--- config.mk ---
export PLATFORM = sky130hd
export DESIGN_NAME = hybrid_dpwm
export DESIGN_NICKNAME = d
export VERILOG_FILES = /design/src/rtl/hdpwm_pkg.sv /design/src/rtl/hdpwm_ring.sv /design/src/rtl/hdpwm_coarse.sv /design/src/rtl/hdpwm_duty_latch.sv /design/src/rtl/hdpwm_sr_out.sv /design/src/rtl/hybrid_dpwm.sv
export SDC_FILE = /design/constraint.sdc
export NUM_CORES = 1
export LEC_CHECK = 0
export BUFFER_PORTS_ARGS = -buffer_cell sky130_fd_sc_hd__buf_2
export CELL_PAD_IN_SITES_DETAIL_PLACEMENT = 0
export CELL_PAD_IN_SITES_GLOBAL_PLACEMENT = 2
export CORE_MARGIN = 8
export CORE_UTILIZATION = 44
export DETAILED_ROUTE_END_ITERATION = 12
export PLACE_DENSITY_LB_ADDON = 0.1
export SLEW_MARGIN = 0
export SYNTH_ARGS = -nofsm -noshare
export SYNTH_HDL_FRONTEND = slang
export SYNTH_HIERARCHICAL = 1
export SYNTH_SLANG_ARGS = --single-unit
--- constraint.sdc ---
create_clock -name clk_i -period 4.2 [get_ports clk_i]
set_input_delay 0.84 -clock clk_i [delete_from_list [all_inputs] [get_ports clk_i]]
set_output_delay 0.84 -clock clk_i [all_outputs]
set_load 0.01 [all_outputs]
--- src/rtl/hdpwm_pkg.sv ---
package hdpwm_pkg;
  typedef enum logic [1:0] {
    ACT_HOLD = 2'd0,
    ACT_SET  = 2'd1,
    ACT_CLR  = 2'd2,
    ACT_STOP = 2'd3
  } pwm_act_e;
endpackage

--- src/rtl/hdpwm_ring.sv ---
module hdpwm_ring #(
  parameter int TAP_W = 5,
  localparam int RING_N = 1 << TAP_W
) (
  input  logic              clk_i,
  input  logic              rst_ni,
  input  logic              park_i,
  input  logic              adv_i,
  output logic [RING_N-1:0] ring_o
);
  logic [RING_N-1:0] stage_q;

  for (genvar i = 0; i < RING_N; i++) begin : g_stage
    localparam int PREV = (i + RING_N - 1) % RING_N;
    localparam logic HOME = (i == 0);
    always_ff @(posedge clk_i or negedge rst_ni) begin
      if (!rst_ni)      stage_q[i] <= HOME;
      else if (park_i)  stage_q[i] <= HOME;
      else if (adv_i)   stage_q[i] <= stage_q[PREV];
    end
  end

  assign ring_o = stage_q;
endmodule

--- src/rtl/hdpwm_coarse.sv ---
module hdpwm_coarse #(
  parameter int CNT_W = 3
) (
  input  logic             clk_i,
  input  logic             rst_ni,
  input  logic             clear_i,
  input  logic             step_i,
  output logic [CNT_W-1:0] cnt_o
);
  logic [CNT_W-1:0] cnt_q;

  always_ff @(posedge clk_i or negedge rst_ni) begin
    if (!rst_ni)      cnt_q <= '0;
    else if (clear_i) cnt_q <= '0;
    else if (step_i)  cnt_q <= cnt_q + 1'b1;
  end

  assign cnt_o = cnt_q;
endmodule

--- src/rtl/hdpwm_duty_latch.sv ---
module hdpwm_duty_latch #(
  parameter int W        = 8,
  parameter int DUTY_MIN = 8,
  parameter int DUTY_MAX = 249
) (
  input  logic         clk_i,
  input  logic         rst_ni,
  input  logic         load_i,
  input  logic [W-1:0] duty_i,
  output logic [W-1:0] duty_o
);
  localparam logic [W-1:0] LO = W'(DUTY_MIN);
  localparam logic [W-1:0] HI = W'(DUTY_MAX);

  logic [W-1:0] sat;
  logic [W-1:0] duty_q;

  always_comb begin
    if (duty_i < LO)      sat = LO;
    else if (duty_i > HI) sat = HI;
    else                  sat = duty_i;
  end

  always_ff @(posedge clk_i or negedge rst_ni) begin
    if (!rst_ni)     duty_q <= LO;
    else if (load_i) duty_q <= sat;
  end

  assign duty_o = duty_q;
endmodule

--- src/rtl/hdpwm_sr_out.sv ---
module hdpwm_sr_out
  import hdpwm_pkg::*;
(
  input  logic     clk_i,
  input  logic     rst_ni,
  input  pwm_act_e act_i,
  output logic     pwm_o
);
  logic pwm_q;

  always_ff @(posedge clk_i or negedge rst_ni) begin
    if (!rst_ni) pwm_q <= 1'b0;
    else begin
      unique case (act_i)
        ACT_SET:            pwm_q <= 1'b1;
        ACT_CLR, ACT_STOP:  pwm_q <= 1'b0;
        default:            pwm_q <= pwm_q;
      endcase
    end
  end

  assign pwm_o = pwm_q;
endmodule

--- src/rtl/hybrid_dpwm.sv ---
module hybrid_dpwm
  import hdpwm_pkg::*;
#(
  parameter int CNT_W    = 3,
  parameter int TAP_W    = 5,
  parameter int DUTY_MIN = 8,
  parameter int DUTY_MAX = 249
) (
  input  logic                   clk_i,
  input  logic                   rst_ni,
  input  logic                   en_i,
  input  logic                   run_i,
  input  logic [CNT_W+TAP_W-1:0] duty_i,
  output logic                   pwm_o,
  output logic                   sys_en_o
);
  localparam int DUTY_W = CNT_W + TAP_W;
  localparam int RING_N = 1 << TAP_W;

  logic              running_q;
  logic [RING_N-1:0] ring_q;
  logic [CNT_W-1:0]  cnt_q;
  logic [DUTY_W-1:0] duty_q;
  logic              adv;
  logic              slot0;
  logic              hit;
  pwm_act_e          act;

  always_ff @(posedge clk_i or negedge rst_ni) begin
    if (!rst_ni) running_q <= 1'b0;
    else         running_q <= run_i;
  end

  // first run cycle only arms; token moves from the next one
  assign adv = run_i & running_q;

  hdpwm_ring #(.TAP_W(TAP_W)) u_ring (
    .clk_i  (clk_i),
    .rst_ni (rst_ni),
    .park_i (~run_i),
    .adv_i  (adv),
    .ring_o (ring_q)
  );

  hdpwm_coarse #(.CNT_W(CNT_W)) u_coarse (
    .clk_i   (clk_i),
    .rst_ni  (rst_ni),
    .clear_i (~run_i),
    .step_i  (adv & ring_q[RING_N-1]),
    .cnt_o   (cnt_q)
  );

  assign slot0 = running_q & ring_q[0] & (cnt_q == '0);
  assign hit   = running_q & ring_q[duty_q[TAP_W-1:0]]
               & (cnt_q == duty_q[DUTY_W-1:TAP_W]);

  hdpwm_duty_latch #(
    .W(DUTY_W), .DUTY_MIN(DUTY_MIN), .DUTY_MAX(DUTY_MAX)
  ) u_duty (
    .clk_i  (clk_i),
    .rst_ni (rst_ni),
    .load_i (run_i & slot0),
    .duty_i (duty_i),
    .duty_o (duty_q)
  );

  always_comb begin
    if (!run_i)     act = ACT_STOP;
    else if (slot0) act = en_i ? ACT_SET : ACT_CLR;
    else if (hit)   act = ACT_CLR;
    else            act = ACT_HOLD;
  end

  hdpwm_sr_out u_out (
    .clk_i  (clk_i),
    .rst_ni (rst_ni),
    .act_i  (act),
    .pwm_o  (pwm_o)
  );

  assign sys_en_o = running_q & ring_q[RING_N-1];
endmodule

==> reports/qor.txt, run 1 <==
GRT Total Usage - 12.1%
Synth Area per Inst - 11.9 sq um
combinational fraction of design power - 12.1%
row count - 26
Chip Width - 88.6 um
crit-path max cell delay - 0.56 ns
TNS Setup - 0 ns
Clock power frac - 30.8%
dpl cells - 268
leakage - 0.00112 uW
worst skew pair latency - 0.29 ns
syn_nets - 208
hpwl dp - 3020 um
Int Pwr - 639 uW
largest net degree at the start of global routing - 46
Layout Cells excl Fill - 275
EDFF count, synth - 0
Crit path max-delay family - simple AND/OR/NAND/NOR gates
Final Hold Fails - 0
Yosys cell types - 42
placer congestion estimate - 0.748
VDD IR max - 0.235 mV
worst slew pin tran - 0.982 ns
Initial Utilization - 45.3%
total CTS buffers - 5
Clock Tree Root - clkbuf_8
Levels on crit path - 5
RSZ-0062 raised after global routing - no
clock skew - 0.00743 ns
fin crit share - 51.1%
Setup Fix Bufs, Post-CTS - 0
via/cell ratio - 5.21
first-pass GRT wire length - 7310 um
worst slack, placed - 1.98 ns
CP Cell Sequence - nand2_1, nor4_1, and2_1, o21ai_4, o32ai_1
Required @ worst endpoint - 4.39 ns
initial antenna violation count - 0
# fillers - 504
Max Clk Rate - 466 MHz
vias in the first global route - 1,456
HP Class - register to register
Final setup viols - 0
Crit path arrival time - 2.33 ns
WL final - 4330 um
DR iter-0 viols - 50
CTS tree - done
area grow syn2layout - 5.40%
flops & latches, synth - 45
status - completed
Hold Path Depth - 1
CP Launch Type - register
P_sw - 218 uW
Critical Path End Type - register
cell type of the slowest stage on the worst timing path - dfstp_2
Synth area leader - dfrtp_1
top cell type's share of synthesized area - 46.5%
DR WL/cell - 15.8 um
Final WS setup - 2.06 ns
Core ar. - 5110 sq um
Pins Over Slew Limit - 0
DRC viols - 0
chip height - 88.6 um
PD cells - 351 nW/um^2
critical path type - register to register
synth cell count leaders - dfrtp_1, mux2i_1, nor2_1
Async SR Flop Fraction - 100%
CTS resizes - 0
Flop pwr share - 57.1%
Max Root-Sink Buffers - 2
max-cap viol count - 0
port bufs - 13
Sw Share - 25.5%
total gr overflow - 0
most numerous cell in the Yosys netlist - dfrtp_1
Worst slew margin - 34.5%
Die ar. - 7840 sq um
layout cell share with drive strength beyond 1 - 18.0%
post-synthesis cell area - 2320 sq um
top cells by area, synth - dfrtp_1, mux2i_1, nor2_1
antenna cells - 0
# hold bufs at CTS - 0
crit path time final - 2.14 ns
worst path bufs/invs - 0
post-synthesis sequential area ratio - 48.7%
Primary FF master, synth - dfrtp_1
crit-path max FO - 9
number of I/O pins - 14
drt pass-1 iters - 4
DRT antenna net count - 0
CTS Sinks - 45
synth warn - 6
Worst R2R Path Depth - 5
H-tree levels - 2
cell count after synthesis - 195
final net count - 218
Clk pin slew, worst setup/hold paths - 0.08 ns
vias - 1,434
## routing by layer
metal	track usage [%]	part of all wire [%]
met5	0	0
met4	3.69	0.83
met3	3.53	3.6
met2	18.5	46
met1	15.9	49
## flip-flops by register name (all words and copies together) (netlist names)
register and flops:
u_duty/duty_o 8, u_coarse/cnt_o 3, u_out/pwm_o 1, running_q 1, u_ring/ring_o 32
## logic make-up after synthesis
| group | after synthesis | synth area share [%] |
|---|---|---|
| adders and majority gates | 1 | 0.540 |
| muxes | 50 | 24.4 |
| buffers and inverters | 18 | 6.43 |
| DFF | 45 | 48.7 |
| and+or+nand+nor | 60 | 12.2 |
| xor gates and xnor gates | 4 | 1.51 |
| AOI/OAI and AO/OA | 17 | 6.16 |
## power groups by stage
stage	clock network [uW]	logic [uW]	registers, uW
detailed placement	0	105	498
global route	298	115	493
floorplan	0	105	476
global placement	0	103	497
CTS	275	106	489
finish	264	104	489
## cells in the final DEF (no fill, tap or decap), types with 3 or more instances in the layout
master | netlist | routed
buf_2 | 2 | 13
clkbuf_8 | 0 | 6
dfrtp_1 | 43 | 43
inv_1 | 7 | 7
mux2_2 | 6 | 6
mux2i_1 | 40 | 40
nand2_1 | 6 | 6
nand3b_1 | 3 | 3
nand4_1 | 3 | 3
nor2_1 | 36 | 36
xnor2_1 | 4 | 4
## metrics by stage
step,cell area (sq um),power (uW),hold slack (ns),utilization (%)
floorplan,2320,581,0.500,-
global placement,2350,600,0.482,46.1
detailed placement,2350,604,0.509,46.1
CTS,2440,871,0.527,47.8
global route,2440,906,0.540,47.8
finish,2440,857,0.515,47.8
## final cells by class
type | instances | area, sq um | area share, %
Clock buffer | 7 | 86.3 | 3.54
Inverter | 7 | 26.3 | 1.08
Multi-Input combinational cell | 132 | 1040 | 42.6
Sequential cell | 45 | 1130 | 46.2
Tap cell | 70 | 87.6 | 3.59
Timing Repair Buffer | 14 | 72.6 | 2.97
## worst paths after layout
path / endpoint / slack, ns / startpoint
max reg2reg: u_duty/duty_o[1]$_DFFE_PN0P_ / 2.06 / u_ring/ring_o[0]$_DFFE_PN1P_
max: u_duty/duty_o[1]$_DFFE_PN0P_ / 2.06 / u_ring/ring_o[0]$_DFFE_PN1P_
min reg2reg: u_out/pwm_o$_DFFE_PN0P_ / 0.52 / u_out/pwm_o$_DFFE_PN0P_
max in group asynchronous: u_ring/ring_o[2]$_DFFE_PN0P_ / 2.89 / rst_ni
min: u_out/pwm_o$_DFFE_PN0P_ / 0.52 / u_out/pwm_o$_DFFE_PN0P_
min in group asynchronous: u_ring/ring_o[12]$_DFFE_PN0P_ / 0.70 / rst_ni
Note: power is estimated with default switching activity, not from simulation.
==> run 2: changes to the inputs <==
--- a/config.mk
+++ b/config.mk
@@ -5,11 +5,12 @@
 export SDC_FILE = /design/constraint.sdc
 export NUM_CORES = 1
 export LEC_CHECK = 0
+export ABC_AREA = 1
 export BUFFER_PORTS_ARGS = -buffer_cell sky130_fd_sc_hd__buf_2
 export CELL_PAD_IN_SITES_DETAIL_PLACEMENT = 0
 export CELL_PAD_IN_SITES_GLOBAL_PLACEMENT = 2
 export CORE_MARGIN = 8
-export CORE_UTILIZATION = 44
+export CORE_UTILIZATION = 35
 export DETAILED_ROUTE_END_ITERATION = 12
 export PLACE_DENSITY_LB_ADDON = 0.1
 export SLEW_MARGIN = 0
==> constraint.sdc (replaced) <==
create_clock -name clk_i -period 2.1 [get_ports clk_i]
set_input_delay 0.42 -clock clk_i [delete_from_list [all_inputs] [get_ports clk_i]]
set_output_delay 0.42 -clock clk_i [all_outputs]
set_load 0.01 [all_outputs]
==> run 2 against run 1 <==
  * Final area grew 3.8%
  * Sequential power increased by 92%
  * Critical path depth is 4 higher
  * Final cell count increased by 46%
  * Sequential cell count did not move
  * Critical path type unchanged
==> reports/qor.txt, run 2 <==
post-synthesis sequential area ratio - 48.0% (was 48.7%)
antenna cells - 0 (unchanged)
top cells by area, synth - dfrtp_1, nand2_1, nand3_1 (was dfrtp_1, mux2i_1, nor2_1)
# hold bufs at CTS - 0 (unchanged)
synth warn - 6 (unchanged)
flip-flop count of the largest register after layout - 32 (unchanged)
most frequent cells in the layout - nand2_1, nand3_1, dfrtp_1 (was dfrtp_1, mux2i_1, nor2_1)
most common cell after layout, fill and taps aside - nand2_1 (was dfrtp_1)
total gr overflow - 0 (unchanged)
crit-path max FO - 8 (was 9)
fin crit share - 75.6% (was 51.1%)
Max Root-Sink Buffers - 2 (unchanged)
Highest Signal Layer - met4 (unchanged)
Placement Cell Area - 2440 sq um (was 2350 sq um)
flops & latches, synth - 45 (unchanged)
hpwl dp - 3770 um (was 3020 um)
Synth area leader - dfrtp_1 (unchanged)
syn_nets - 322 (was 208)
Synth Area per Inst - 7.61 sq um (was 11.9 sq um)
first-pass GRT wire length - 10,100 um (was 7310 um)
Setup Fix Bufs, Post-CTS - 0 (unchanged)
critical path type - register to register (unchanged)
PD cells - 711 nW/um^2 (was 351 nW/um^2)
Async SR Flop Fraction - 100% (unchanged)
Final setup viols - 0 (unchanged)
drt pass-1 iters - 4 (unchanged)
clock skew - 0.00728 ns (was 0.00743 ns)
vias - 1,921 (was 1,434)
Critical Path End Type - register (unchanged)
placer congestion estimate - 0.710 (was 0.748)
DRC viols - 0 (unchanged)
leakage - 0.00138 uW (was 0.00112 uW)
Core ar. - 6640 sq um (was 5110 sq um)
Pins Over Slew Limit - 0 (unchanged)
CTS resizes - 0 (unchanged)
WHS - 0.0760 ns (was 0.515 ns)
Clk pin slew, worst setup/hold paths - 0.09 ns (was 0.08 ns)
DR iter-0 viols - 49 (was 50)
H-tree levels - 2 (unchanged)
Required @ worst endpoint - 2.34 ns (was 4.39 ns)
Crit path arrival time - 1.83 ns (was 2.33 ns)
synth cell count leaders - nand2_1, nand3_1, dfrtp_1 (was dfrtp_1, mux2i_1, nor2_1)
Worst R2R Path Depth - 9 (was 5)
crit-path max cell delay - 0.57 ns (was 0.56 ns)
Max Clk Rate - 630 MHz (was 466 MHz)
CP Cell Sequence - nand2_1, nor4_1, inv_1, nor2_1, buf_4, nand2_2, inv_1, nand2_1, nand2_1 (was nand2_1, nor4_1, and2_1, o21ai_4, o32ai_1)
CP Launch Type - register (unchanged)
port bufs - 13 (unchanged)
largest net degree at the start of global routing - 33 (was 46)
status - completed (unchanged)
initial antenna violation count - 0 (unchanged)
CTS Sinks - 45 (unchanged)
# fillers - 712 (was 504)
RSZ-0062 raised after global routing - no (unchanged)
chip height - 98.0 um (was 88.6 um)
number of I/O pins - 14 (unchanged)
CTS tree - done (unchanged)
post-synthesis cell area - 2350 sq um (was 2320 sq um)
HP Class - input port to asynchronous set/reset pin (was register to register)
Util after Layout - 38.1% (was 47.8%)
crit path time final - 1.59 ns (was 2.14 ns)
Worst Setup SP - u_ring/ring_o[0]$_DFFE_PN1P_ (unchanged)
row count - 30 (was 26)
FF-to-FF Start - u_ring/ring_o[0]$_DFFE_PN1P_ (unchanged)
via/cell ratio - 4.79 (was 5.21)
GRT Total Usage - 12.8% (was 12.1%)
Primary FF master, synth - dfrtp_1 (unchanged)
cell count after synthesis - 309 (was 195)
cell type of the slowest stage on the worst timing path - dfstp_2 (unchanged)
Worst slew margin - 62.8% (was 34.5%)
Die ar. - 9600 sq um (was 7840 sq um)
most frequent CP cell - nand2_1
routed wl met2 - 2720 um (was 2010 um)
Yosys cell types - 24 (was 42)
Chip Width - 98.0 um (was 88.6 um)
vias in the first global route - 2,100 (was 1,456)
worst skew pair latency - 0.30 ns (was 0.29 ns)
met3 wire len - 126 um (was 154 um)
area grow syn2layout - 7.71% (was 5.40%)
wl on met1 - 2620 um (was 2130 um)
WL final - 5530 um (was 4330 um)
worst slack, placed - 0.530 ns (was 1.98 ns)
Final WS setup - 0.512 ns (was 2.06 ns)
Clock Tree Root - clkbuf_8 (unchanged)
top cell type's share of synthesized area - 45.7% (was 46.5%)
EDFF count, synth - 0 (unchanged)
layout cell share with drive strength beyond 1 - 12.8% (was 18.0%)
VDD IR max - 0.326 mV (was 0.235 mV)
total CTS buffers - 5 (unchanged)
TNS Setup - 0 ns (unchanged)
DR WL/cell - 13.8 um (was 15.8 um)
Final Hold Fails - 0 (unchanged)
worst slew pin tran - 0.557 ns (was 0.982 ns)
max-cap viol count - 0 (unchanged)
final net count - 334 (was 218)
DRT antenna net count - 0 (unchanged)
most numerous cell in the Yosys netlist - nand2_1 (was dfrtp_1)
Initial Utilization - 35.4% (was 45.3%)
fin area - 2530 sq um (was 2440 sq um)
-- run 2: cell count changes after synthesis, moves of 8 or more --
cell     before  now
nor2_1       36   16
nand2_2       0    8
nand2_1       6  129
mux2i_1      40    0
inv_1         7   18
nand3_1       1   61
-- run 2: worst max-delay path: cells and delay by family, from the launching register on --
kind          cells  cell delay [ns]
simple gates      6             0.62
flops             1             0.57
buf+inv           3             0.33
-- run 2: area by class of cell --
| cell class | instances | area [sq um] | share of cell area, % |
|---|---|---|---|
| clock inverters | 1 | 7.51 | 0.296 |
| repair buffers | 20 | 130 | 5.14 |
| flip-flops and latches | 45 | 1130 | 44.5 |
| inverters | 21 | 86.3 | 3.41 |
| clock buffers | 6 | 82.6 | 3.26 |
| well taps | 80 | 100 | 3.95 |
| multi-input cells | 228 | 998 | 39.4 |
-- run 2: final timing paths --
kind                                                 end  slack (ns)
hold / removal             u_ring/ring_o[24]$_DFFE_PN0P_        0.08
setup reg to reg            u_duty/duty_o[0]$_DFFE_PN0P_        0.51
setup / recovery            u_duty/duty_o[0]$_DFFE_PN0P_        0.51
hold reg to reg             u_ring/ring_o[0]$_DFFE_PN1P_        0.50
min in group clk_i                   running_q$_DFF_PN0_        0.29
max in group asynchronous   u_ring/ring_o[0]$_DFFE_PN1P_        1.38
-- run 2: kinds of logic (layout without fill, tap and decap cells) --
family,count (synthesis),in the layout,synth area share (%)
fa+ha+maj,1,1,0.532
buf+inv,36,48,9.57
simple gates,218,218,39.6
flops,45,45,48.0
compound gates,8,8,1.97
xor+xnor,1,1,0.372
-- run 2: report_power, final --
| group | total, uW | internal, uW | switching, uW |
|---|---|---|---|
| Sequential | 941 | 903 | 37.6 |
| Combinational | 308 | 108 | 200 |
| Clock | 552 | 260 | 291 |
-- run 2: through the flow --
step | cells | power (uW)
2_1_floorplan | 309 | 1190
5_1_grt | 401 | 1910
3_5_place_dp | 394 | 1280
4_1_cts | 401 | 1830
3_3_place_gp | 394 | 1270
6_report | 401 | 1800
-- run 2: layer usage --
metal	GRT usage [%]	vias to the layer above
met1	15.8	894
li1	-	998
met3	2.77	6
met4	3.96	0
met2	21.8	23
met5	0	-
